### config.mk
export PLATFORM = sky130hd
export DESIGN_NAME = posted_wbuf
export DESIGN_NICKNAME = d
export VERILOG_FILES = /design/src/rtl/posted_wbuf_pkg.sv /design/src/rtl/posted_wbuf_entry.sv /design/src/rtl/posted_wbuf_seq.sv /design/src/rtl/posted_wbuf_front.sv /design/src/rtl/posted_wbuf.sv
export SDC_FILE = /design/constraint.sdc
export NUM_CORES = 1
export LEC_CHECK = 0
export CORE_MARGIN = 3
export CORE_UTILIZATION = 49
export CTS_CLUSTER_SIZE = 20
export DETAILED_ROUTE_END_ITERATION = 16
export HOLD_SLACK_MARGIN = 0.12
export PLACE_DENSITY_LB_ADDON = 0.05
export SKIP_LAST_GASP = 1
export SLEW_MARGIN = 5
export SYNTH_ARGS = -nofsm -noshare
export SYNTH_HDL_FRONTEND = slang
export SYNTH_SLANG_ARGS = --single-unit
export TNS_END_PERCENT = 50
### constraint.sdc
create_clock -name clk -period 8.5 [get_ports clk]
set_input_delay 0.85 -clock clk [delete_from_list [all_inputs] [get_ports clk]]
set_output_delay 0.85 -clock clk [all_outputs]
set_load 0.01 [all_outputs]
### src/rtl/posted_wbuf_pkg.sv
package posted_wbuf_pkg;
  typedef enum logic [1:0] {
    FE_IDLE = 2'd0,
    FE_PER  = 2'd1,
    FE_RD   = 2'd2
  } fe_state_t;

  typedef enum logic [1:0] {
    SQ_IDLE = 2'd0,
    SQ_WR   = 2'd1,
    SQ_RD   = 2'd2
  } sq_state_t;
endpackage

### src/rtl/posted_wbuf_entry.sv
module posted_wbuf_entry #(
  parameter int AW = 32,
  parameter int DW = 32,
  localparam int BW = DW / 8
) (
  input  logic          clk,
  input  logic          rst,
  input  logic          cap,
  input  logic [AW-1:0] cap_addr,
  input  logic [DW-1:0] cap_data,
  input  logic [BW-1:0] cap_be,
  input  logic          clr,
  output logic          valid,
  output logic [AW-1:0] buf_addr,
  output logic [DW-1:0] buf_data,
  output logic [BW-1:0] buf_be
);
  always_ff @(posedge clk) begin
    if (rst) begin
      valid <= 1'b0;
    end else if (cap) begin
      valid <= 1'b1;
    end else if (clr) begin
      valid <= 1'b0;
    end
  end

  always_ff @(posedge clk) begin
    if (cap) buf_addr <= cap_addr;
  end

  for (genvar g = 0; g < BW; g++) begin : g_lane
    always_ff @(posedge clk) begin
      if (cap) begin
        buf_data[g*8 +: 8] <= cap_data[g*8 +: 8];
        buf_be[g]          <= cap_be[g];
      end
    end
  end

  p_busy_hold_r3: assert property (@(posedge clk) disable iff (rst)
    valid && !clr |=> valid)
    else $error("buffer entry lost before drain");

  p_no_overwrite_r4: assert property (@(posedge clk) disable iff (rst)
    valid && !clr |-> !cap)
    else $error("capture into occupied buffer");
endmodule

### src/rtl/posted_wbuf_seq.sv
module posted_wbuf_seq
  import posted_wbuf_pkg::*;
#(
  parameter int AW = 32,
  parameter int DW = 32,
  localparam int BW = DW / 8
) (
  input  logic          clk,
  input  logic          rst,
  input  logic          buf_valid,
  input  logic [AW-1:0] buf_addr,
  input  logic [DW-1:0] buf_data,
  input  logic [BW-1:0] buf_be,
  output logic          wr_done,
  input  logic          rd_cmd,
  input  logic [AW-1:0] rd_addr,
  output logic          rd_done,
  output logic [DW-1:0] rd_data,
  output logic          seq_idle,
  output logic          ext_req,
  output logic          ext_we,
  output logic [AW-1:0] ext_addr,
  output logic [DW-1:0] ext_wdata,
  output logic [BW-1:0] ext_be,
  input  logic          ext_ack,
  input  logic [DW-1:0] ext_rdata
);
  sq_state_t st;

  assign seq_idle = (st == SQ_IDLE);
  assign wr_done  = (st == SQ_WR) && ext_ack;

  always_ff @(posedge clk) begin
    if (rst) begin
      st      <= SQ_IDLE;
      ext_req <= 1'b0;
      ext_we  <= 1'b0;
      rd_done <= 1'b0;
    end else begin
      rd_done <= 1'b0;
      case (st)
        SQ_IDLE: begin
          if (buf_valid) begin
            ext_req   <= 1'b1;
            ext_we    <= 1'b1;
            ext_addr  <= buf_addr;
            ext_wdata <= buf_data;
            ext_be    <= buf_be;
            st        <= SQ_WR;
          end else if (rd_cmd) begin
            ext_req  <= 1'b1;
            ext_we   <= 1'b0;
            ext_addr <= rd_addr;
            ext_be   <= '1;
            st       <= SQ_RD;
          end
        end
        SQ_WR: begin
          if (ext_ack) begin
            ext_req <= 1'b0;
            ext_we  <= 1'b0;
            st      <= SQ_IDLE;
          end
        end
        SQ_RD: begin
          if (ext_ack) begin
            ext_req <= 1'b0;
            rd_done <= 1'b1;
            rd_data <= ext_rdata;
            st      <= SQ_IDLE;
          end
        end
        default: st <= SQ_IDLE;
      endcase
    end
  end

  p_ext_hold_r2: assert property (@(posedge clk) disable iff (rst)
    ext_req && !ext_ack |=> ext_req && $stable(ext_addr) && $stable(ext_we))
    else $error("external request dropped or changed before ack");

  p_wr_from_buf_r2: assert property (@(posedge clk) disable iff (rst)
    ext_req && ext_we |-> buf_valid && ext_addr == buf_addr)
    else $error("external write does not match buffer");

  p_rd_after_drain_r6: assert property (@(posedge clk) disable iff (rst)
    ext_req && !ext_we |-> !buf_valid)
    else $error("external read issued while write pending");
endmodule

### src/rtl/posted_wbuf_front.sv
module posted_wbuf_front
  import posted_wbuf_pkg::*;
#(
  parameter int AW = 32,
  parameter int DW = 32,
  parameter int TAG_W = 4,
  parameter logic [TAG_W-1:0] PER_TAG = '1,
  localparam int BW = DW / 8
) (
  input  logic          clk,
  input  logic          rst,
  input  logic          m_req,
  input  logic          m_we,
  input  logic [AW-1:0] m_addr,
  input  logic [DW-1:0] m_wdata,
  input  logic [BW-1:0] m_be,
  output logic          m_ack,
  output logic [DW-1:0] m_rdata,
  input  logic          buf_valid,
  input  logic          seq_idle,
  output logic          cap,
  output logic          rd_cmd,
  input  logic          rd_done,
  input  logic [DW-1:0] rd_data,
  output logic          per_req,
  output logic          per_we,
  output logic [AW-1:0] per_addr,
  output logic [DW-1:0] per_wdata,
  output logic [BW-1:0] per_be,
  input  logic          per_ack,
  input  logic [DW-1:0] per_rdata
);
  fe_state_t st;
  logic      take, is_per;

  assign is_per = (m_addr[AW-1 -: TAG_W] == PER_TAG);
  assign take   = (st == FE_IDLE) && m_req && !m_ack;
  assign cap    = take && !is_per && m_we && !buf_valid;
  assign rd_cmd = take && !is_per && !m_we && !buf_valid && seq_idle;

  always_ff @(posedge clk) begin
    if (rst) begin
      st      <= FE_IDLE;
      m_ack   <= 1'b0;
      m_rdata <= '0;
      per_req <= 1'b0;
      per_we  <= 1'b0;
    end else begin
      m_ack <= 1'b0;
      case (st)
        FE_IDLE: begin
          if (cap) begin
            m_ack <= 1'b1;
          end else if (rd_cmd) begin
            st <= FE_RD;
          end else if (take && is_per) begin
            per_req   <= 1'b1;
            per_we    <= m_we;
            per_addr  <= m_addr;
            per_wdata <= m_wdata;
            per_be    <= m_be;
            st        <= FE_PER;
          end
        end
        FE_PER: begin
          if (per_ack) begin
            per_req <= 1'b0;
            per_we  <= 1'b0;
            m_ack   <= 1'b1;
            m_rdata <= per_rdata;
            st      <= FE_IDLE;
          end
        end
        FE_RD: begin
          if (rd_done) begin
            m_ack   <= 1'b1;
            m_rdata <= rd_data;
            st      <= FE_IDLE;
          end
        end
        default: st <= FE_IDLE;
      endcase
    end
  end

  p_ack_pulse_r8: assert property (@(posedge clk) disable iff (rst)
    m_ack |=> !m_ack)
    else $error("master ack longer than one cycle");

  p_per_hold_r5: assert property (@(posedge clk) disable iff (rst)
    per_req && !per_ack |=> per_req && $stable(per_addr))
    else $error("peripheral request dropped before ack");

  p_rd_ack_after_data_r7: assert property (@(posedge clk) disable iff (rst)
    st == FE_RD && !rd_done |=> !m_ack)
    else $error("read acknowledged without data");
endmodule

### src/rtl/posted_wbuf.sv
module posted_wbuf #(
  parameter int AW = 32,
  parameter int DW = 32,
  parameter int TAG_W = 4,
  parameter logic [TAG_W-1:0] PER_TAG = '1,
  localparam int BW = DW / 8
) (
  input  logic          clk,
  input  logic          rst,
  input  logic          m_req,
  input  logic          m_we,
  input  logic [AW-1:0] m_addr,
  input  logic [DW-1:0] m_wdata,
  input  logic [BW-1:0] m_be,
  output logic          m_ack,
  output logic [DW-1:0] m_rdata,
  output logic          wb_busy,
  output logic          ext_req,
  output logic          ext_we,
  output logic [AW-1:0] ext_addr,
  output logic [DW-1:0] ext_wdata,
  output logic [BW-1:0] ext_be,
  input  logic          ext_ack,
  input  logic [DW-1:0] ext_rdata,
  output logic          per_req,
  output logic          per_we,
  output logic [AW-1:0] per_addr,
  output logic [DW-1:0] per_wdata,
  output logic [BW-1:0] per_be,
  input  logic          per_ack,
  input  logic [DW-1:0] per_rdata
);
  logic          cap, clr, buf_valid, rd_cmd, rd_done, seq_idle;
  logic [AW-1:0] buf_addr;
  logic [DW-1:0] buf_data, rd_data;
  logic [BW-1:0] buf_be;

  assign wb_busy = buf_valid;

  posted_wbuf_front #(.AW(AW), .DW(DW), .TAG_W(TAG_W), .PER_TAG(PER_TAG)) u_front (
    .clk(clk), .rst(rst),
    .m_req(m_req), .m_we(m_we), .m_addr(m_addr), .m_wdata(m_wdata), .m_be(m_be),
    .m_ack(m_ack), .m_rdata(m_rdata),
    .buf_valid(buf_valid), .seq_idle(seq_idle), .cap(cap), .rd_cmd(rd_cmd),
    .rd_done(rd_done), .rd_data(rd_data),
    .per_req(per_req), .per_we(per_we), .per_addr(per_addr), .per_wdata(per_wdata),
    .per_be(per_be), .per_ack(per_ack), .per_rdata(per_rdata)
  );

  posted_wbuf_entry #(.AW(AW), .DW(DW)) u_entry (
    .clk(clk), .rst(rst),
    .cap(cap), .cap_addr(m_addr), .cap_data(m_wdata), .cap_be(m_be),
    .clr(clr), .valid(buf_valid),
    .buf_addr(buf_addr), .buf_data(buf_data), .buf_be(buf_be)
  );

  posted_wbuf_seq #(.AW(AW), .DW(DW)) u_seq (
    .clk(clk), .rst(rst),
    .buf_valid(buf_valid), .buf_addr(buf_addr), .buf_data(buf_data), .buf_be(buf_be),
    .wr_done(clr),
    .rd_cmd(rd_cmd), .rd_addr(m_addr), .rd_done(rd_done), .rd_data(rd_data),
    .seq_idle(seq_idle),
    .ext_req(ext_req), .ext_we(ext_we), .ext_addr(ext_addr), .ext_wdata(ext_wdata),
    .ext_be(ext_be), .ext_ack(ext_ack), .ext_rdata(ext_rdata)
  );

  p_reset_r1: assert property (@(posedge clk)
    rst |=> !m_ack && !wb_busy && !ext_req && !per_req)
    else $error("outputs not cleared by reset");

  p_port_excl_r9: assert property (@(posedge clk) disable iff (rst)
    per_req |-> !(ext_req && !ext_we))
    else $error("read on both ports at once");

  p_per_tag_r9: assert property (@(posedge clk) disable iff (rst)
    per_req |-> per_addr[AW-1 -: TAG_W] == PER_TAG)
    else $error("non-peripheral address on peripheral port");
endmodule

; ---- Word-level counts from Yosys, hierarchy flattened
; Cells that the tools add are included.
[totals]
output_inout_bits = 174
register_bits = 279
word_cells = 118
[op_classes]
eq_ne = 14
bitwise_logic = 4
reduce_logical = 34
n_mux = 40
[ops]
columns = operator, n
row1 = two-way mux 32 bit, 4
row2 = one-hot mux 32 bit (2 select lines), 1
row3 = two-way mux 1 bit, 18
row4 = AND reduction 3 bit, 6
row5 = two-way mux 2 bit, 8
row6 = nonzero test 2 bit, 6
row7 = logical AND 1 bit, 10
row8 = "inequality test 2 bit, second input constant", 5
row9 = AND reduction 5 bit, 2
row10 = two-way mux 4 bit, 2
row11 = one-hot mux 1 bit (2 select lines), 4
row12 = one-hot mux 2 bit (3 select lines), 1
row13 = "== test 2 x 1 -> 1 bit, second input constant", 2
row14 = "== test 2 bit, second input constant", 2
row15 = "== test 4 bit, second input constant", 1
row16 = logical NOT 1 bit, 4
row17 = logical NOT 2 bit, 2
row18 = "inequality test 2 x 1 -> 1 bit, second input constant", 2
row19 = inverter 1 bit, 4
row20 = one-hot mux 2 bit (2 select lines), 1
row21 = AND reduction 4 bit, 1
row22 = OR reduction 2 bit, 2
row23 = "inequality test 3 x 2 -> 1 bit, second input constant", 1
row24 = "inequality test 3 bit, second input constant", 1
row25 = 2 further kinds, 2

; ---- Logic depth before layout (Yosys ltp)
[logic_depth]
depth_word = 10
depth_mapped = 7
ltp_nobuf = 6

; ---- Hierarchy
; A second synthesis with hierarchy kept.
[hier_totals]
cells_unflattened = 495
area_unflattened_um2 = 9755.6
[by_module_without_submodules]
columns = mod, area_each_um2, instances, cells_each, seq_area_each_um2
row1 = posted_wbuf_front, 3943.8, 1, 246, 2782.7
row2 = posted_wbuf_seq, 3731.1, 1, 177, 3103.0
row3 = posted_wbuf_entry, 2080.7, 1, 72, 2062.0

; ---- Least setup slack after synthesis
; Ideal clock, no wire load.
[synth_path]
kind = input to register
from = input m_req
to = register u_entry.buf_addr[0] (enable)
stages = 4
arrival_time_ps = 4402
n_path_buf = 0
slack_ps = 3604
path_cell_list = or4b_4 > nor2_1 > nand2_1 > nor2_1
[synth_between]
elab_chain_len = 5
[synth_rtl]
columns = element, line
row1 = start: declaration, posted_wbuf.sv:10  ; input logic m_req,
row2 = logical AND 1 bit (2 in series), posted_wbuf_front.sv:37  ; assign take = (st == FE_IDLE) && m_req && !m_ack;
row3 = logical AND 1 bit (3 in series), posted_wbuf_front.sv:38  ; assign cap = take && !is_per && m_we && !buf_valid;
row4 = named net cap, posted_wbuf.sv:33  ; logic cap, clr, buf_valid, rd_cmd, rd_done, seq_idle;
row5 = end signal: assignment, posted_wbuf_entry.sv:29  ; if (cap) buf_addr <= cap_addr;
row6 = end: declaration, posted_wbuf_entry.sv:14  ; output logic [AW-1:0] buf_addr,
; The timed path passes the listed nets, and every way through them passes these cells.
; A chain may end at the register's enable or synchronous reset.

; ---- Worst setup path after layout
[layout_path]
from = input m_req
to = register u_front.per_wdata[3] (enable)
[layout_between]
elab_chain_len = 8
elab_cells_between_ends = 12
cone_classes = bitwise: 2 / reduce/logical: 10
[layout_rtl]
columns = element, line
row1 = logical AND 1 bit * (2 in series), posted_wbuf_front.sv:37
row2 = logical AND 1 bit, "posted_wbuf_front.sv:38, posted_wbuf_front.sv:39"
row3 = logical AND 1 bit (3 in series), posted_wbuf_front.sv:39  ; assign rd_cmd = take && !is_per && !m_we && !buf_valid && seq_idle;
row4 = inverter 1 bit (no source line), n/a
row5 = AND reduction 5 bit (no source line) *, n/a
row6 = end signal: assignment, posted_wbuf_front.sv:60  ; per_wdata <= m_wdata;
row7 = end: declaration, posted_wbuf_front.sv:28  ; output logic [DW-1:0] per_wdata,
; Every way passes the cells marked *; elsewhere a longest branch is shown, timed or not.

==> results.py <==
metrics = {
    "placement": {
        "routabilityCongestion": 0.803,
        "io_buffers": 311,
        "placed_cell_area_um2": 12900,
        "dpl.hpwl_mm": 14.5,
    },
    "timing": {
        "slew_violations": 0,
        "period_needed_ps": 3220,
        "hold_violations": 0,
        "rsz0062_at_grt": "false",
        "setup_viol": 0,
        "hold_ws_ps": 416,
        "period_share_pct": 37.8,
        "worst_pin_slew_ps": 1110,
        "clock_skew_ps": 7.81,
        "relSlewSlack_pct": 25.9,
        "max_freq_mhz": 311,
        "tns_ps": 0,
    },
    "finish": {
        "final_nets": 955,
        "final_cell_mix": "clkdlybuf4s50_1 (310), edfxtp_1 (236), dfxtp_1 (42), nor2_1 (38), a211oi_1 (35)",
        "postLayoutCellArea_um2": 13900,
        "area_growth_syn_to_layout_pct": 46.0,
        "drive_gt1_share_pct": 10.8,
        "final_common_cell": "clkdlybuf4s50_1",
        "diodes": 0,
    },
    "setup_path": {
        "rrSetupSlack_ps": 5630,
        "r2r-start": "u_front.st[0]$_SDFFE_PP0P_",
        "r2r_end": "u_front.per_wdata[3]$_DFFE_PP_",
        "arrival_ps": 3380,
        "setup.worst_path.end": "u_front.per_wdata[3]$_DFFE_PP_",
        "required_ps": 8660,
        "reg2regPathDepth": 4,
        "timing_worst_setup_path_type": "in -> reg",
        "crit_fanout": 38,
        "end_kind": "register",
        "worstSetupStartpoint": "m_req",
        "startpoint_type": "input port",
    },
    "logic_synthesis": {
        "avgSynthCellArea_um2": 19.4,
        "synth_seq_area_share_pct": 83.7,
        "ys_seq_elements": 279,
        "synth_edf_count": 236,
        "syn_nets": 630,
        "synth_ff_type": "edfxtp_1",
        "netlist_area_um2": 9490,
        "yosys_warnings": 0,
        "synthArstFlopShare_pct": 0,
        "synthCells": 488,
        "synth.lib_cells_used.distinct": 30,
    },
    "cts": {
        "clockBufferDepth": 3,
        "clock_latency_ps": 520,
        "clock-sinks": 279,
        "cts_resized": 0,
        "cts_buffers": 28,
        "clkTransAtPathRegs_ps": 60,
        "postCtsSetupRepairBufs": 0,
        "cts_hold_buf": 0,
        "cts_tree": "done",
        "h-tree-depth": 1,
        "root_buffer": "clkbuf_16",
    },
    "global_route": {
        "grt_max_degree": 69,
        "grt_pass1_wl_mm": 32.1,
        "antenna_found_initial": 0,
        "first_global_vias": 5709,
        "grt_overflow_total": 0,
        "grt_usage_pct": 19.2,
    },
    "power_and_ir_drop": {
        "p_sw_share_pct": 19.9,
        "clkPwrFrac_pct": 40.8,
        "worst_ir_drop_vdd_v": 0.000151,
        "internal-power_mw": 2.43,
        "power.switching_uw": 604,
        "p_seq_share_pct": 51.6,
        "p_comb_share_pct": 7.6,
        "power.leakage_nw": 4.58,
        "p_per_area_nw_per_um2": 219,
    },
    "job": {
        "maxCapViolCount": 0,
    },
    "floorplanning": {
        "coreArea_um2": 18900,
        "start_util_pct": 50.2,
        "rows": 50,
        "io_pins": 312,
        "fp.dieW_um": 145,
        "die_h_um": 145,
        "dieArea_um2": 21100,
    },
    "detailed_routing": {
        "drt_iter0_markers": 243,
        "ant_nets": 0,
        "finalWirelength_mm": 20.7,
        "dr.pass1.iters": 4,
        "vias_per_cell": 4.97,
        "avgRoutedWirePerCell_um": 18.9,
        "vias": 5438,
        "drc_errors": 0,
    },
    "min_path": {
        "hold_path_class": "reg -> reg",
    },
    "run_status": {
        "status": "complete, no violations",
    },
}
## cells by family after synthesis
| kind of cell | after synthesis | share of synthesized area (%) |
|---|---|---|
| adder cells (fa/ha/maj) | 4 | 0.527 |
| multiplexers | 67 | 7.50 |
| buffers and inverters | 24 | 1.08 |
| flip-flops | 279 | 83.7 |
| AO/OA/AOI/OAI | 48 | 3.67 |
| AND/OR/NAND/NOR | 66 | 3.48 |
## how the worst min path moves through the flow
| stage | start | to | slack (ps) | cells after the start |
|---|---|---|---|---|
| after CTS | u_entry.buf_data[12]$_DFFE_PP_ | u_seq.ext_wdata[12]$_DFFE_PP_ | 420 | 0 |
| after global placement | u_entry.buf_data[14]$_DFFE_PP_ | u_seq.ext_wdata[14]$_DFFE_PP_ | 400 | 0 |
| after detailed placement | u_entry.buf_data[12]$_DFFE_PP_ | u_seq.ext_wdata[12]$_DFFE_PP_ | 400 | 0 |
| final | u_entry.buf_data[21]$_DFFE_PP_ | u_seq.ext_wdata[21]$_DFFE_PP_ | 420 | 0 |
| after global routing | u_entry.buf_data[9]$_DFFE_PP_ | u_seq.ext_wdata[9]$_DFFE_PP_ | 430 | 0 |
| after floorplan | u_entry.buf_data[0]$_DFFE_PP_ | u_seq.ext_wdata[0]$_DFFE_PP_ | 400 | 0 |
## stage by stage
| stage | power (mW) | setup slack [ps] | std cells | utilization (%) |
|---|---|---|---|---|
| 2_1_floorplan | 1.68 | 3600 | 488 | - |
| 3_3_place_gp | 1.82 | 4890 | 1043 | 68.3 |
| 3_5_place_dp | 1.83 | 4700 | 1043 | 68.3 |
| 4_1_cts | 3.06 | 5260 | 1095 | 73.3 |
| 5_1_grt | 3.13 | 5170 | 1095 | 73.3 |
| 6_report | 3.03 | 5280 | 1095 | 73.3 |
## metal layers
layer	part of all wire, %	vias up	global-route usage, %
met2	52	232	34.2
li1	-	2546	-
met5	0	-	0
met4	1.7	0	4.84
met3	8.1	29	5.78
met1	38	2631	22.9
## critical path: stages
cell,delay [ps]
clkdlybuf4s50_1,460
or4b_4,500
nand2b_1,220
nor2_4,730
buf_4,580
## synth_stat cells (2+ instances only)
master      n  area share (%)
a21oi_1     5            0.26
buf_1       3            0.12
ha_1        4            0.53
o22ai_1     2            0.13
a211oi_1   35             2.8
mux2i_1    34             3.6
nand2_1     3            0.12
inv_1       3            0.12
nor2_1     41             1.6
clkbuf_1    8            0.32
nor3_1      2            0.11
dfxtp_1    43             9.1
edfxtp_1  236              75
nand2b_1    9            0.59
mux2_2     33             3.9
buf_2      10            0.53
and3b_1     3            0.28
nor2b_1     2            0.13
## registers in the layout (all words and copies together), names as in the netlist, 32 cells and up
| name | cells |
|---|---|
| u_front.per_addr | 32 |
| u_seq.rd_data | 32 |
| u_entry.buf_addr | 32 |
| u_seq.ext_addr | 32 |
| u_front.m_rdata | 32 |
| u_front.per_wdata | 32 |
| u_entry.buf_data | 32 |
| u_seq.ext_wdata | 32 |
## power by group through the flow
stage               combinational [mW]  clock, mW  sequential, mW
global route                     0.248       1.32            1.57
finish                           0.231       1.24            1.56
CTS                              0.235       1.26            1.56
floorplan                       0.0868          0            1.60
detailed placement               0.234          0            1.59
global placement                 0.228          0            1.59
## layout make-up
| class | instances | area (um2) |
|---|---|---|
| clock buffer | 41 | 811 |
| sequential | 279 | 7950 |
| timing repair buffer | 316 | 3150 |
| fill | 1213 | 5040 |
| multi-input combinational | 185 | 1470 |
| tap | 260 | 325 |
| inverter | 3 | 11.3 |
| clock inverter | 11 | 139 |
No activity file was read; power rests on OpenSTA's default activity.
